`src/rtl/ea_pkg.sv`:
```
package ea_pkg;

   typedef enum logic [3:0] {
      EA_BX_SI = 4'd0,
      EA_BX_DI = 4'd1,
      EA_BP_SI = 4'd2,
      EA_BP_DI = 4'd3,
      EA_SI    = 4'd4,
      EA_DI    = 4'd5,
      EA_BP    = 4'd6,
      EA_BX    = 4'd7,
      EA_ABS   = 4'd8
   } ea_mode_e;

   // cost class of a mode
   typedef enum logic [1:0] {
      CLS_SINGLE    = 2'd0,
      CLS_PAIR_FAST = 2'd1,
      CLS_PAIR_SLOW = 2'd2,
      CLS_ABS       = 2'd3
   } ea_cls_e;

   typedef struct packed {
      logic    valid;
      logic    use_bx;
      logic    use_bp;
      logic    use_si;
      logic    use_di;
      ea_cls_e cls;
   } ea_sel_t;

   localparam int unsigned CYC_ABS       = 6;
   localparam int unsigned CYC_SINGLE    = 5;
   localparam int unsigned CYC_PAIR_FAST = 7;
   localparam int unsigned CYC_PAIR_SLOW = 8;
   localparam int unsigned CYC_DISP      = 4;
   localparam int unsigned CYC_MAX       = CYC_PAIR_SLOW + CYC_DISP;

endpackage

```
`src/rtl/ea_mode_decode.sv`:
```
module ea_mode_decode
   import ea_pkg::*;
(
   input  logic [3:0] mode_i,
   output ea_sel_t    sel_o
);

   always_comb begin
      sel_o = '0;
      sel_o.valid = 1'b1;
      unique case (mode_i)
         EA_BX_SI: begin sel_o.use_bx = 1'b1; sel_o.use_si = 1'b1; sel_o.cls = CLS_PAIR_FAST; end
         EA_BX_DI: begin sel_o.use_bx = 1'b1; sel_o.use_di = 1'b1; sel_o.cls = CLS_PAIR_SLOW; end
         EA_BP_SI: begin sel_o.use_bp = 1'b1; sel_o.use_si = 1'b1; sel_o.cls = CLS_PAIR_SLOW; end
         EA_BP_DI: begin sel_o.use_bp = 1'b1; sel_o.use_di = 1'b1; sel_o.cls = CLS_PAIR_FAST; end
         EA_SI:    begin sel_o.use_si = 1'b1; sel_o.cls = CLS_SINGLE; end
         EA_DI:    begin sel_o.use_di = 1'b1; sel_o.cls = CLS_SINGLE; end
         EA_BP:    begin sel_o.use_bp = 1'b1; sel_o.cls = CLS_SINGLE; end
         EA_BX:    begin sel_o.use_bx = 1'b1; sel_o.cls = CLS_SINGLE; end
         EA_ABS:   begin sel_o.cls = CLS_ABS; end
         default:  begin sel_o.valid = 1'b0; end
      endcase
   end

endmodule

```
`src/rtl/ea_sum.sv`:
```
module ea_sum
   import ea_pkg::*;
#(
   parameter int unsigned AW = 16
) (
   input  ea_sel_t       sel_i,
   input  logic [AW-1:0] bx_i,
   input  logic [AW-1:0] bp_i,
   input  logic [AW-1:0] si_i,
   input  logic [AW-1:0] di_i,
   input  logic [AW-1:0] disp_i,
   input  logic [AW-1:0] abs_i,
   output logic [AW-1:0] addr_o
);

   logic [AW-1:0] base_v;
   logic [AW-1:0] index_v;
   logic [AW-1:0] reg_sum;

   // at most one base and one index register are selected
   always_comb begin
      base_v  = ({AW{sel_i.use_bx}} & bx_i) | ({AW{sel_i.use_bp}} & bp_i);
      index_v = ({AW{sel_i.use_si}} & si_i) | ({AW{sel_i.use_di}} & di_i);
      reg_sum = base_v + index_v + disp_i;   // wraps at AW bits
   end

   always_comb begin
      if (!sel_i.valid)            addr_o = '0;
      else if (sel_i.cls == CLS_ABS) addr_o = abs_i;
      else                         addr_o = reg_sum;
   end

endmodule

```
`src/rtl/ea_cost.sv`:
```
module ea_cost
   import ea_pkg::*;
#(
   parameter int unsigned AW = 16,
   parameter int unsigned CW = 5
) (
   input  ea_sel_t       sel_i,
   input  logic [AW-1:0] disp_i,
   output logic [CW-1:0] cycles_o
);

   logic          disp_nz;
   logic [CW-1:0] base_cyc;

   assign disp_nz = |disp_i;

   always_comb begin
      unique case (sel_i.cls)
         CLS_SINGLE:    base_cyc = CW'(CYC_SINGLE);
         CLS_PAIR_FAST: base_cyc = CW'(CYC_PAIR_FAST);
         CLS_PAIR_SLOW: base_cyc = CW'(CYC_PAIR_SLOW);
         default:       base_cyc = CW'(CYC_ABS);
      endcase
   end

   always_comb begin
      if (!sel_i.valid)                         cycles_o = '0;
      else if (sel_i.cls == CLS_ABS)            cycles_o = base_cyc;
      else if (disp_nz)                         cycles_o = base_cyc + CW'(CYC_DISP);
      else                                      cycles_o = base_cyc;
   end

endmodule

```
`src/rtl/ea_unit.sv`:
```
module ea_unit
   import ea_pkg::*;
#(
   parameter int unsigned AW   = 16,
   parameter int unsigned CW   = 5,
   parameter bit          PIPE = 1'b1
) (
   input  logic          clk,
   input  logic          rst_n,
   input  logic [3:0]    mode_i,
   input  logic [AW-1:0] bx_i,
   input  logic [AW-1:0] bp_i,
   input  logic [AW-1:0] si_i,
   input  logic [AW-1:0] di_i,
   input  logic [AW-1:0] disp_i,
   input  logic [AW-1:0] abs_i,
   output logic [AW-1:0] addr_o,
   output logic [CW-1:0] cycles_o,
   output logic          bad_mode_o
);

   localparam int unsigned CW_MIN = $clog2(CYC_MAX + 1);

   if (AW < 4) begin : g_chk_aw
      initial $error("ea_unit: AW must be at least 4");
   end
   if (CW < CW_MIN) begin : g_chk_cw
      initial $error("ea_unit: CW too narrow for the largest cost");
   end

   ea_sel_t       sel;
   logic [AW-1:0] addr_d;
   logic [CW-1:0] cyc_d;

   ea_mode_decode u_dec (
      .mode_i (mode_i),
      .sel_o  (sel)
   );

   ea_sum #(.AW(AW)) u_sum (
      .sel_i  (sel),
      .bx_i   (bx_i),
      .bp_i   (bp_i),
      .si_i   (si_i),
      .di_i   (di_i),
      .disp_i (disp_i),
      .abs_i  (abs_i),
      .addr_o (addr_d)
   );

   ea_cost #(.AW(AW), .CW(CW)) u_cost (
      .sel_i    (sel),
      .disp_i   (disp_i),
      .cycles_o (cyc_d)
   );

   if (PIPE) begin : g_reg
      logic primed;

      always_ff @(posedge clk) begin
         if (!rst_n) begin
            addr_o     <= '0;
            cycles_o   <= '0;
            bad_mode_o <= 1'b0;
            primed     <= 1'b0;
         end else begin
            addr_o     <= addr_d;
            cycles_o   <= cyc_d;
            bad_mode_o <= ~sel.valid;
            primed     <= 1'b1;
         end
      end

      AST_ABS_ADDR: assert property (@(posedge clk) disable iff (!rst_n)
         (primed && $past(rst_n) && $past(mode_i) == 4'd8) |-> addr_o == $past(abs_i)) else $error("abs addr");
      AST_ABS_COST: assert property (@(posedge clk) disable iff (!rst_n)
         (primed && $past(rst_n) && $past(mode_i) == 4'd8) |-> cycles_o == CW'(CYC_ABS)) else $error("abs cost");
      AST_BAD_ZERO: assert property (@(posedge clk) disable iff (!rst_n)
         bad_mode_o |-> (addr_o == '0 && cycles_o == '0)) else $error("bad mode outputs");
      AST_BAD_FLAG: assert property (@(posedge clk) disable iff (!rst_n)
         (primed && $past(rst_n)) |-> bad_mode_o == ($past(mode_i) > 4'd8)) else $error("bad flag");
      AST_COST_RANGE: assert property (@(posedge clk) disable iff (!rst_n)
         !bad_mode_o |-> (cycles_o == '0 || (cycles_o >= CW'(CYC_SINGLE) && cycles_o <= CW'(CYC_MAX)))) else $error("cost range");
      AST_RESET_CLEAR: assert property (@(posedge clk)
         $past(!rst_n) |-> (addr_o == '0 && cycles_o == '0 && !bad_mode_o)) else $error("reset");
   end else begin : g_comb
      assign addr_o     = addr_d;
      assign cycles_o   = cyc_d;
      assign bad_mode_o = ~sel.valid;
   end

endmodule

```
`config.mk`:
```
export PLATFORM = sky130hd
export DESIGN_NAME = ea_unit
export DESIGN_NICKNAME = d
export VERILOG_FILES = /design/src/rtl/ea_pkg.sv /design/src/rtl/ea_mode_decode.sv /design/src/rtl/ea_sum.sv /design/src/rtl/ea_cost.sv /design/src/rtl/ea_unit.sv
export SDC_FILE = /design/constraint.sdc
export NUM_CORES = 1
export LEC_CHECK = 0
export BUFFER_PORTS_ARGS = -buffer_cell sky130_fd_sc_hd__buf_2
export CORE_UTILIZATION = 40
export DETAILED_ROUTE_END_ITERATION = 12
export GPL_ROUTABILITY_DRIVEN = 0
export GPL_TIMING_DRIVEN = 0
export PLACE_DENSITY = 0.71
export SKIP_LAST_GASP = 1
export SYNTH_ARGS = -nofsm -noshare
export SYNTH_HDL_FRONTEND = slang
export SYNTH_SLANG_ARGS = --single-unit
```
`constraint.sdc`:
```
create_clock -name clk -period 6.5 [get_ports clk]
set_clock_uncertainty 0.05 [all_clocks]
set_input_delay 0.975 -clock clk [delete_from_list [all_inputs] [get_ports clk]]
set_output_delay 0.975 -clock clk [all_outputs]
set_load 0.05 [all_outputs]
```
==> Word-level counts from Yosys, hierarchy flattened <==
Index checks and enable logic that the tools add are counted.
{ "totals": {"ff_bits": 22, "inputBits": 102, "out_inout_bits": 22, "wordCells": 45} }
{ "classes": {"bitwise": 7, "n_eq_ne": 11, "mux": 10, "n_reduce_logical": 11, "addsub": 3} }
{ "ops": {"columns": ["cell", "count"], "rows": [
  ["bitwise AND 16 bit", 4],
  ["adder 16 bit", 2],
  ["bitwise OR 16 bit", 2],
  ["equality test 4 x 3 -> 1 bit (second input constant)", 4],
  ["2-to-1 mux 16 bit", 1],
  ["OR reduction 16 bit", 1],
  ["one-hot mux 4 bit (3 select lines)", 1],
  ["OR reduction 3 bit", 4],
  ["2-to-1 mux 5 bit", 2],
  ["OR reduction 9 bit", 1],
  ["equality test 4 x 2 -> 1 bit (second input constant)", 2],
  ["one-hot mux 2 bit (3 select lines)", 1],
  ["adder 4 x 3 -> 5 bit (second input constant)", 1],
  ["2-to-1 mux 1 bit", 5],
  ["equality test 2 bit (second input constant)", 2],
  ["equality test 4 x 1 -> 1 bit (second input constant)", 1],
  ["equality test 4 bit (second input constant)", 1],
  ["logical NOT 4 bit", 1],
  ["OR reduction 2 bit", 2],
  ["equality test 2 x 1 -> 1 bit (second input constant)", 1],
  ["logical NOT 2 bit", 1],
  ["AND reduction 2 bit", 1],
  ["inverter 1 bit", 1]
]} }

==> Longest topological paths before layout <==
Gate-level depths: netlist of run 1.
{ "depth": {"word_depth": 8, "ltp_mapped": 16, "depth_no_buf": 15} }

==> By module <==
From an unflattened synthesis of run 1, not the netlist that was laid out.
{ "hier_totals": {"hier_cells": 296, "area_unflattened_um2": 2366.0} }
{ "by_module_without_submodules": {"columns": ["mod", "seq_area_each_um2", "cells_per_inst", "n_inst", "area_per_inst_um2"], "rows": [
  ["ea_sum", 0.0, 219, 1, 1566.5],
  ["ea_unit", 440.4, 46, 1, 600.6],
  ["ea_mode_decode", 0.0, 16, 1, 101.3],
  ["ea_cost", 0.0, 15, 1, 97.6]
]} }

==> Worst setup path after synthesis of run 1 <==
No wires, ideal clock.
{ "synth_path": {"path_kind": "input to register", "start": "in mode_i[2]", "end": "reg addr_o[14]", "setup_slack_ns": 2.412, "path_buffers": 2, "cell_stages": 14, "t_arrival_ns": 3.963, "setup_ns": 0.075, "required_ns": 6.375, "path_cell_list": "buf_2 or2_2 a21oi_1 buf_2 a22oi_1 fa_1 inv_1 ha_1 a21o_1 a21oi_1 a21boi_0 o211ai_1 mux2_2 o22ai_1"} }
{ "synth_via": {"elab_chain_cells": 8, "word_cells_on_any_way": 33, "cone_classes": "add/sub (2); eq/ne (9); mux (7); bitwise (6); reduce/logical (9)"} }
{ "synth_rtl": {"columns": ["item", "line", "rtl"], "rows": [
  ["start: declaration", "ea_unit.sv:10", "input logic [3:0] mode_i,"],
  ["equality test 4 x 3 -> 1 bit (tied with other cells)", "ea_mode_decode.sv:11", "unique case (mode_i)"],
  ["OR reduction 3 bit (no line)", null, null],
  ["2-to-1 mux 1 bit", "ea_mode_decode.sv:11", null],
  ["bitwise AND 16 bit (on tied branches)", "ea_sum.sv:22, ea_sum.sv:23", null],
  ["bitwise OR 16 bit (on tied branches)", "ea_sum.sv:22, ea_sum.sv:23", null],
  ["adder 16 bit (2 in series)", "ea_sum.sv:24", "reg_sum = base_v + index_v + disp_i;"],
  ["2-to-1 mux 16 bit", "ea_sum.sv:29", "else if (sel_i.cls == CLS_ABS) addr_o = abs_i;"],
  ["end signal: assignment", "ea_unit.sv:67", "addr_o <= addr_d;"],
  ["end: declaration", "ea_unit.sv:17", "output logic [AW-1:0] addr_o,"]
]} }
Several ways; a longest one is shown, not always the timed one.
A chain may end at the register's enable or synchronous reset.

==> Final worst setup path of run 1 <==
Same ends and word-level chain as after synthesis.

==> results of run 1 <==
[layout by cell type, fill, tap and decap left out, types with 3 or more instances in the layout]
| master | instances |
|---|---|
| xnor2_1 | 6 |
| ha_1 | 14 |
| clkbuf_8 | 3 |
| nor2_1 | 12 |
| fa_1 | 16 |
| and2_1 | 3 |
| nand3_1 | 6 |
| a21o_1 | 4 |
| nand2b_1 | 5 |
| dfxtp_1 | 22 |
| nor2b_1 | 5 |
| nor4_1 | 4 |
| nand2_1 | 37 |
| a21oi_1 | 24 |
| mux2i_1 | 5 |
| mux2_2 | 16 |
| o21ai_0 | 11 |
| o22ai_1 | 4 |
| inv_1 | 42 |
| a22oi_1 | 13 |
| buf_2 | 130 |
| a31oi_1 | 3 |
| and3_1 | 4 |
| nor3_1 | 4 |
[layer usage]
metal / share of wire (%) / GRT usage (%) / vias up
met1: 47 / 28.1 / 1134
li1: - / - / 1316
met2: 46 / 37.2 / 96
met5: 0 / 0 / -
met3: 5.0 / 0.568 / 9
met4: 1.5 / 5.36 / 0
[synthesized netlist by cell type, types with 2 or more instances]
master and number:
buf_6 2, xnor2_1 6, nor2_1 12, dfxtp_1 22
nor4_1 4, nand2b_1 5, a31oi_1 3, a22o_1 2
mux2_2 16, nor4_2 2, o21ai_1 2, nand3_1 6
ha_1 14, o211ai_1 2, and3_1 4, o21ai_0 11
nor3b_1 2, buf_2 9, a21oi_1 24, nand2_1 37
fa_1 16, mux2i_1 5, and2_1 3, o22ai_1 4
xor2_1 2, nor2b_1 5, o21a_1 2, nor3_1 4
inv_1 42, nand4_1 2, a22oi_1 13, a21o_1 4
[report_power, final]
group | switching, mW | internal, mW
combinational | 0.202 | 0.130
clock | 0.0369 | 0.0411
sequential | 0.00305 | 0.150
total | 0.242 | 0.321
[worst min-delay path by stage]
stage | cells after the start | slack [ns] | to | start
floorplan | 2 | 1.05 | addr_o[11] | abs_i[11]
global placement | 3 | 1.15 | addr_o[11] | abs_i[11]
detailed placement | 3 | 1.16 | addr_o[11] | abs_i[11]
CTS | 3 | 0.90 | addr_o[11] | abs_i[11]
global route | 3 | 0.91 | addr_o[15] | abs_i[15]
finish | 3 | 0.90 | addr_o[11] | abs_i[11]
[flip-flops by register name, indices dropped and copies added, names as in the netlist]
register	cells
addr_o	16
cycles_o	5
bad_mode_o	1
[final cells by class]
cell class,instances,share of cell area (%)
Buffer,14,2.61
Multi-Input combinational cell,231,55.6
Inverter,43,5.03
Tap cell,75,2.92
Clock buffer,3,1.29
Timing Repair Buffer,121,18.9
Sequential cell,22,13.7
[logic make-up after synthesis]
kind of cell,Yosys count
and+or+nand+nor,93
AOI/OAI and AO/OA,78
muxes,21
adders and majority gates,30
buffers and inverters,57
other,1
xor gates and xnor gates,8
DFF,22
[per-stage QoR]
step	total power [mW]	hold slack, ns	instances	setup slack, ns
2_1_floorplan	0.396	1.05	310	2.41
3_3_place_gp	0.481	1.15	506	1.83
3_5_place_dp	0.485	1.16	506	1.79
4_1_cts	0.564	0.900	509	2.05
5_1_grt	0.607	0.907	509	1.76
6_report	0.563	0.897	509	2.07
==> out/qor.csv, run 1 <==
stage;metric;value;unit
min_path;min_path_type;in -> reg;
worst_setup_path;cp-end-kind;flop;
global_route;antenna_found_initial;0;
logic_synthesis;synth_compound_area_share;20.4;%
logic_synthesis;syn_area_per_cell;7.96;um^2
sta;period_needed;4.43;ns
sta;rsz0062_at_grt;false;
logic_synthesis;yosysTopAreaCell;dfxtp_1;
power;p_per_area;175;mW/mm^2
finish;layout-drive-gt1-share;38.0;%
logic_synthesis;synth_top_family_by_area;compound AO/OA/AOI/OAI gates;
route;first_iter_violations;111;
finish;syn2layout_area_growth;30.0;%
logic_synthesis;synth_area;0.00247;mm^2
worst_setup_path;cpMaxStageDelayCell;fa_1;
clocking;clk_pin_slew;0.07;ns
floorplanning;pin_count;124;
finish;multi_input_area;0.00178;mm^2
worst_setup_path;crit_buf_inv;4;
clocking;post_cts_buffers;0;
logic_synthesis;synth_edf_count;0;
finish;seq_area;440;um^2
floorplanning;die_y;80.6;um
clocking;h-tree-depth;1;
sta;slew_headroom;64.3;%
route;drt_wl_total;6570;um
worst_setup_path;path_max_fanout;10;
global_route;grt_pass1_vias;2440;
finish;utilization;54.2;%
logic_synthesis;synth.top_cell.area_share;17.8;%
logic_synthesis;seq_area_frac_synth;17.8;%
worst_setup_path;start_kind;input pin;
finish;final_cell_area;0.00321;mm^2
clocking;cts-root-buf;clkbuf_8;
clocking;numCtsBuffers;3;
floorplanning;core_area;0.00592;mm^2
sta;worstMarginPinSlew;0.536;ns
route;dr.pass1.iters;4;
sta;slew_violations;0;
route;vias;2555;
floorplanning;start_util;41.7;%
logic_synthesis;synth_top_cells_by_area;dfxtp_1, fa_1, mux2_2, ha_1, inv_1;
flow_run;maxCapViolations;0;
place;port_buffers;121;
clocking;cts_tree;built;
logic_synthesis;synth-seq-cells;22;
worst_setup_path;critical_path_class;in -> reg;
floorplanning;placementRows;28;
route;ant_nets;0;
outcome;status;finished clean;
sta;finalSetupTns;0;ns
logic_synthesis;synth_nets;442;
route;viasPerCell;5.02;
route;post_drt_wl_per_cell;12.9;um
finish;n_fill_cell;596;
worst_setup_path;crit_path_frequent_cell;buf_2;
power;peakVddDrop;0.000153;V
global_route;grt_pass1_wl;10800;um
power;p_leak;1.71;nW
place;placed_cell_area;0.00317;mm^2
logic_synthesis;muxShareOfSynthArea;9.33;%
logic_synthesis;synthDistinctLibCells;55;
sta;finalCritPeriodShare;68.2;%
worst_setup_path;path_cells;buf_2, buf_2, or2_2, a21oi_1, buf_2, a22oi_1, fa_1, inv_1, ha_1, a21o_1, a21oi_1, a21boi_0, o211ai_1, mux2_2, o22ai_1;
clocking;hold_buffers;0;
clocking;cts_max_path_buffers;2;
worst_setup_path;crit_family;compound AO/OA/AOI/OAI gates;
floorplanning;die_area;0.00649;mm^2
worst_setup_path;arrival;4.56;ns
worst_setup_path;endpoint;addr_o[14];
logic_synthesis;synthCells;310;
logic_synthesis;synth_ff_type;dfxtp_1;
place;place_hpwl;5550;um
sta;setup_viol;0;
logic_synthesis;yosys_warnings;0;
global_route;grt_max_degree;12;
global_route;grt-ovfl-total;0;
sta;hold_viol;0;
finish;nets;568;
logic_synthesis;synth-simple-area-share;19.4;%
logic_synthesis;synthAdderAreaFrac;20.1;%
sta;fmax;226;MHz
route;remaining_drc_errors;0;
clocking;cts_resized;0;
logic_synthesis;async_flop_share;0;%
floorplanning;die_x;80.6;um
clocking;clkSinkCount;22;
worst_setup_path;crit_required;6.63;ns
global_route;grt_use_total;21.1;%
worst_setup_path;cp_slowest_stage_delay;0.50;ns
worst_setup_path;cp.depth;15;
worst_setup_path;startpoint;mode_i[2];
finish;antenna_cells;0;
logic_synthesis;synth-xor-area-share;2.84;%
Power figures use the tool's default switching activity.
==> run 2, diff against run 1 <==
ABC_AREA = 1   (was unset)
PLACE_DENSITY = 0.74   (was 0.71)
clock period = 3.55 ns   (was 6.5 ns; I/O delays follow)
==> run 2 against run 1 <==
Effect of this change: final cell count up 19%; largest power group unchanged; critical path type unchanged; power increased by 82%; worst setup slack worse by 1.8 ns; critical endpoint unchanged.
==> out/qor.csv, run 2 <==
stage;metric;value;unit;change
outcome;status;finished clean;;
logic_synthesis;ys_top_cells_by_count;inv_1, nand2_1, nor2_1;;
power;peakVddDrop;0.000286;V;+87%
clocking;cts_max_path_buffers;2;;unchanged
logic_synthesis;synthDistinctLibCells;32;;-42%
finish;top_register;addr_o;;
worst_setup_path;crit_required;3.65;ns;-2.98 ns
logic_synthesis;synth_edf_count;0;;unchanged
power;p_leak;2.05;nW;+20%
power;p_per_area;310;mW/mm^2;+77%
route;post_drt_wl_per_cell;10.8;um;-16%
clocking;hold_buffers;0;;unchanged
sta;setup_ws;0.291;ns;-1.78 ns
logic_synthesis;synth.most_common_cell;inv_1;;
floorplanning;die_area;0.00670;mm^2;+3.2%
logic_synthesis;synth_nets;537;;+21%
finish;layout_common_cells;buf_2, inv_1, nand2_1, nor2_1, nand3_1;;
finish;largest_reg_flops;16;;unchanged
logic_synthesis;seq_area_frac_synth;17.3;%;-0.57 points
worst_setup_path;cp-end-kind;flop;;
clocking;post_cts_buffers;0;;unchanged
floorplanning;pin_count;124;;unchanged
route;vias;2842;;+11%
place;placed_cell_area;0.00326;mm^2;+2.9%
sta;slew_violations;0;;unchanged
clocking;cts_resized;0;;unchanged
power;internal_power;0.560;mW;+74%
flow_run;maxCapViolations;0;;unchanged
global_route;grt_pass1_wl;10700;um;-0.90%
worst_setup_path;arrival;3.35;ns;-1.21 ns
logic_synthesis;synth.top_cell.area_share;17.3;%;-0.57 points
min_path;hold_end;bad_mode_o;;
global_route;grt_max_degree;12;;unchanged
sta;finalCritPeriodShare;91.8;%;
finish;layout-drive-gt1-share;26.7;%;-11 points
min_path;min_path_cells;3;;unchanged
power;comb_power_share;58.5;%;-0.4 points
global_route;grt_use_total;20.5;%;-0.55 points
route;dr.pass1.iters;4;;unchanged
logic_synthesis;synthCells;405;;+31%
finish;syn2layout_area_growth;29.5;%;
finish;nets;665;;+17%
logic_synthesis;synth_top_cells_by_area;dfxtp_1, inv_1, fa_1, nand2_1, nand3_1;;
finish;antenna_cells;0;;unchanged
logic_synthesis;yosysTopAreaCell;dfxtp_1;;
route;first_iter_violations;123;;+11%
global_route;antenna_found_initial;0;;unchanged
route;viasPerCell;4.69;;-6.6%
power;p_sw;0.464;mW;+92%
floorplanning;start_util;42.3;%;+0.62 points
place;place_hpwl;5890;um;+6.1%
floorplanning;die_x;81.8;um;+1.6%
floorplanning;placementRows;28;;unchanged
global_route;grt-ovfl-total;0;;unchanged
place;port_buffers;123;;+1.7%
power;pwr-share-clk;14.0;%;about the same
sta;period_needed;3.26;ns;
finish;final_common_cell;buf_2;;
power;p_seq_share;27.4;%;+0.2 points
logic_synthesis;async_flop_share;0;%;unchanged
sta;setup_viol;0;;unchanged
route;drt_wl_total;6550;um;-0.24%
clocking;h-tree-depth;1;;unchanged
clocking;clkSinkCount;22;;unchanged
logic_synthesis;synth-seq-cells;22;;unchanged
global_route;grt_pass1_vias;2559;;+4.9%
logic_synthesis;synth_ff_type;dfxtp_1;;
clocking;cts_tree;built;;
floorplanning;core_area;0.00603;mm^2;+1.8%
min_path;min_path_type;in -> reg;;
sta;hold_slack;0.456;ns;-0.442 ns
clocking;numCtsBuffers;3;;unchanged
sta;rsz0062_at_grt;false;;
logic_synthesis;synth_area;0.00255;mm^2;+3.3%
floorplanning;die_y;81.8;um;+1.6%
logic_synthesis;yosys_warnings;0;;unchanged
sta;fmax;307;MHz;
worst_setup_path;start_kind;input pin;;
finish;reg.largest.list;addr_o: 16 flops, cycles_o: 5 flops, bad_mode_o: 1 flops;;
route;ant_nets;0;;unchanged
worst_setup_path;path_max_fanout;10;;unchanged
clocking;clk_pin_slew;0.07;ns;about the same
worst_setup_path;critical_path_class;in -> reg;;
finish;final_cell_area;0.00330;mm^2;+2.9%
logic_synthesis;syn_area_per_cell;6.30;um^2;-21%
route;remaining_drc_errors;0;;unchanged
power;total_power;1.02;mW;+82%
sta;hold_viol;0;;unchanged
power;switching_share;45.3;%;+2.4 points
min_path;min_from;rst_n;;
clocking;cts-root-buf;clkbuf_8;;
place;dp_slack;-0.0281;ns;-1.82 ns
==> run 2: cell types whose count changed after synthesis, sizes merged, moves of 7 or more <==
cell   change
inv       +64
mux2      -16
o21ai     +18
nor2      +31
buf        -7
nand2     +29
nand3     +31
==> run 2: layout make-up <==
cell class	count	area (um^2)
Multi-Input combinational cell	268	1660
Inverter	107	402
Buffer	8	48.8
Tap cell	75	93.8
Sequential cell	22	440
Timing Repair Buffer	123	616
Clock buffer	3	41.3
Fill cell	627	2720
==> run 2: power by group through the flow <==
stage | Combinational (mW) | Clock, mW | Sequential, mW
6_report | 0.599 | 0.144 | 0.281
5_1_grt | 0.680 | 0.158 | 0.284
4_1_cts | 0.601 | 0.148 | 0.281
3_5_place_dp | 0.598 | 0 | 0.287
3_3_place_gp | 0.591 | 0 | 0.286
2_1_floorplan | 0.327 | 0 | 0.389
==> run 2: kinds of logic after synthesis <==
group | after synthesis | share of synthesized area [%]
AOI/OAI and AO/OA | 72 | 16.0
adders and majority gates | 30 | 19.4
buffers and inverters | 115 | 17.6
other | 1 | 0.147
xor gates and xnor gates | 7 | 2.40
and+or+nand+nor | 158 | 27.1
DFF | 22 | 17.3
==> run 2: layer usage <==
layer | vias to the layer above | share of wire (%) | global-route usage (%)
met4 | 0 | 0.99 | 5.96
met5 | - | 0 | 0
met2 | 113 | 46 | 36.3
met1 | 1216 | 46 | 26.3
li1 | 1509 | - | -
met3 | 4 | 6.5 | 1.67
==> run 2: worst max-delay path by stage <==
stage                    from    endpoint  slack, ns  depth (start not counted)
global placement    mode_i[0]  addr_o[14]       0.03                         15
CTS                 mode_i[0]  addr_o[14]       0.23                         15
detailed placement  mode_i[0]  addr_o[14]      -0.03                         15
finish              mode_i[2]  addr_o[14]       0.29                         15
floorplan           mode_i[0]  addr_o[10]       0.55                         16
global route        mode_i[2]  addr_o[12]       0.03                         17
==> run 2: through the flow <==
stage | utilization (%) | instances | setup TNS, ns
finish | 54.8 | 606 | 0
floorplan | - | 405 | 0
global route | 54.8 | 606 | 0
detailed placement | 54.1 | 603 | -0.0281
global placement | 54.1 | 603 | 0
CTS | 54.8 | 606 | 0
==> run 2: critical path: stages <==
cell and delay, ns:
buf_2 0.13, nand2_2 0.16, nand3_1 0.20, clkbuf_1 0.25, o21ai_0 0.18, inv_1 0.07, fa_1 0.50, inv_1 0.04
ha_1 0.35, a21oi_1 0.30, o21ai_0 0.15, a21oi_1 0.19, a21oi_1 0.09, nor2_1 0.15, nor2_1 0.05
==> run 3, diff against run 2 <==
GPL_TIMING_DRIVEN = unset   (was 0)
SLEW_MARGIN = 0   (was unset)
==> run 3 against run 2 <==
Effect of this change: combinational power is 1% higher; non-clock buffer count fell by 2; power is 3.5% higher; highest routed layer unchanged.
==> out/qor.csv, run 3 (synthesis results as in run 2) <==
stage;metric;value;unit;change
route;first_iter_violations;185;;+50%
clocking;cts_tree;built;;
clocking;post_cts_buffers;0;;unchanged
outcome;status;finished clean;;
route;vias;2849;;+0.25%
floorplanning;core_area;0.00603;mm^2;unchanged
sta;finalSetupTns;0;ns;unchanged
finish;layout-drive-gt1-share;27.0;%;+0.24 points
clocking;numCtsBuffers;3;;unchanged
floorplanning;die_x;81.8;um;unchanged
power;peakVddDrop;0.000238;V;-17%
clocking;h-tree-depth;1;;unchanged
floorplanning;start_util;42.3;%;unchanged
min_path;min_path_cells;3;;unchanged
worst_setup_path;path_max_fanout;12;;+2
power;p_per_area;320;mW/mm^2;+3.1%
sta;fmax;309;MHz;+0.57%
sta;setup_viol;0;;unchanged
global_route;grt_max_degree;27;;+15
worst_setup_path;arrival;3.34;ns;about the same
global_route;grt_pass1_wl;11500;um;+7.2%
finish;final_common_cell;buf_2;;
route;post_drt_wl_per_cell;11.2;um;+3.7%
finish;top_register;addr_o;;
floorplanning;pin_count;124;;unchanged
clocking;cts_max_path_buffers;2;;unchanged
finish;syn2layout_area_growth;29.9;%;
flow_run;maxCapViolations;0;;unchanged
sta;rsz0062_at_grt;false;;
place;place_hpwl;5900;um;+0.17%
sta;finalCritPeriodShare;91.3;%;-0.52 points
route;viasPerCell;4.71;;+0.41%
global_route;grt-ovfl-total;0;;unchanged
clocking;hold_buffers;0;;unchanged
global_route;grt_use_total;21.9;%;+1.3 points
finish;reg.largest.list;addr_o: 16 flops, cycles_o: 5 flops, bad_mode_o: 1 flops;;
worst_setup_path;critical_path_class;in -> reg;;
floorplanning;die_area;0.00670;mm^2;unchanged
place;port_buffers;123;;unchanged
worst_setup_path;start_kind;input pin;;
finish;nets;663;;-0.30%
worst_setup_path;crit_required;3.65;ns;about the same
route;drt_wl_total;6780;um;+3.5%
clocking;cts_resized;0;;unchanged
sta;period_needed;3.24;ns;-0.0184 ns
sta;slew_violations;0;;unchanged
finish;antenna_cells;0;;unchanged
route;ant_nets;0;;unchanged
global_route;antenna_found_initial;0;;unchanged
sta;hold_viol;0;;unchanged
worst_setup_path;cp-end-kind;flop;;
route;dr.pass1.iters;4;;unchanged
sta;setup_ws;0.310;ns;+0.0184 ns
global_route;grt_pass1_vias;2687;;+5.0%
floorplanning;die_y;81.8;um;unchanged
route;remaining_drc_errors;0;;unchanged
min_path;min_path_type;in -> reg;;
finish;layout_common_cells;buf_2, inv_1, nand2_1, nor2_1, nand3_1;;
clocking;clk_pin_slew;0.07;ns;about the same
finish;largest_reg_flops;16;;unchanged
sta;hold_slack;0.454;ns;-0.00147 ns
clocking;clkSinkCount;22;;unchanged
floorplanning;placementRows;28;;unchanged
clocking;cts-root-buf;clkbuf_8;;
place;dp_slack;0.0826;ns;+0.111 ns
power;p_leak;2.06;nW;+0.26%
## run 3: cell count changes in the layout (fill, tap and decap cells not counted), sizes merged
cell	before	now
clkbuf	6	4
buf	128	129
## run 3: path summary, 6_finish.rpt
check                 start  slack, ns    endpoint
setup / recovery  mode_i[2]       0.31  addr_o[14]
hold / removal        rst_n       0.45  bad_mode_o
## run 3: area by class of cell
cell class                      instances  area [um^2]
Sequential cell                        22          440
Inverter                              107          402
Tap cell                               75         93.8
Timing Repair Buffer                  129          661
Clock buffer                            4         55.1
Fill cell                             605         2710
Multi-Input combinational cell        268         1660
## run 3: power by group
part	leakage [nW]	total [mW]	internal [mW]	switching [mW]
logic	1.85	0.605	0.211	0.394
registers	0.181	0.281	0.275	0.00589
clock network	0.0288	0.173	0.0987	0.0746
## run 3: critical path: stages
cell	delay [ns]
buf_2	0.13
nor2_1	0.18
nand2_1	0.10
nand2_2	0.23
buf_4	0.20
a22oi_1	0.09
fa_1	0.49
inv_1	0.04
ha_1	0.36
a21oi_1	0.32
o21ai_0	0.15
a21oi_1	0.19
a21oi_1	0.09
nor2_1	0.17
nor2_1	0.06
## run 3: stage by stage
step	utilization [%]	cell area (um^2)	total power, mW	cells
6_report	55.0	3310	1.06	605
5_1_grt	55.0	3310	1.16	605
4_1_cts	55.0	3310	1.06	605
3_5_place_dp	54.0	3260	0.889	601
3_3_place_gp	54.0	3260	0.880	601
2_1_floorplan	-	2550	0.715	405
## run 3: layer usage
metal / GRT usage [%] / up-vias / part of all wire [%]
li1: - / 1502 / -
met1: 28.5 / 1221 / 45
met2: 39.4 / 121 / 47
met3: 1.56 / 5 / 7.6
met4: 3.68 / 0 / 0.60
met5: 0 / - / 0
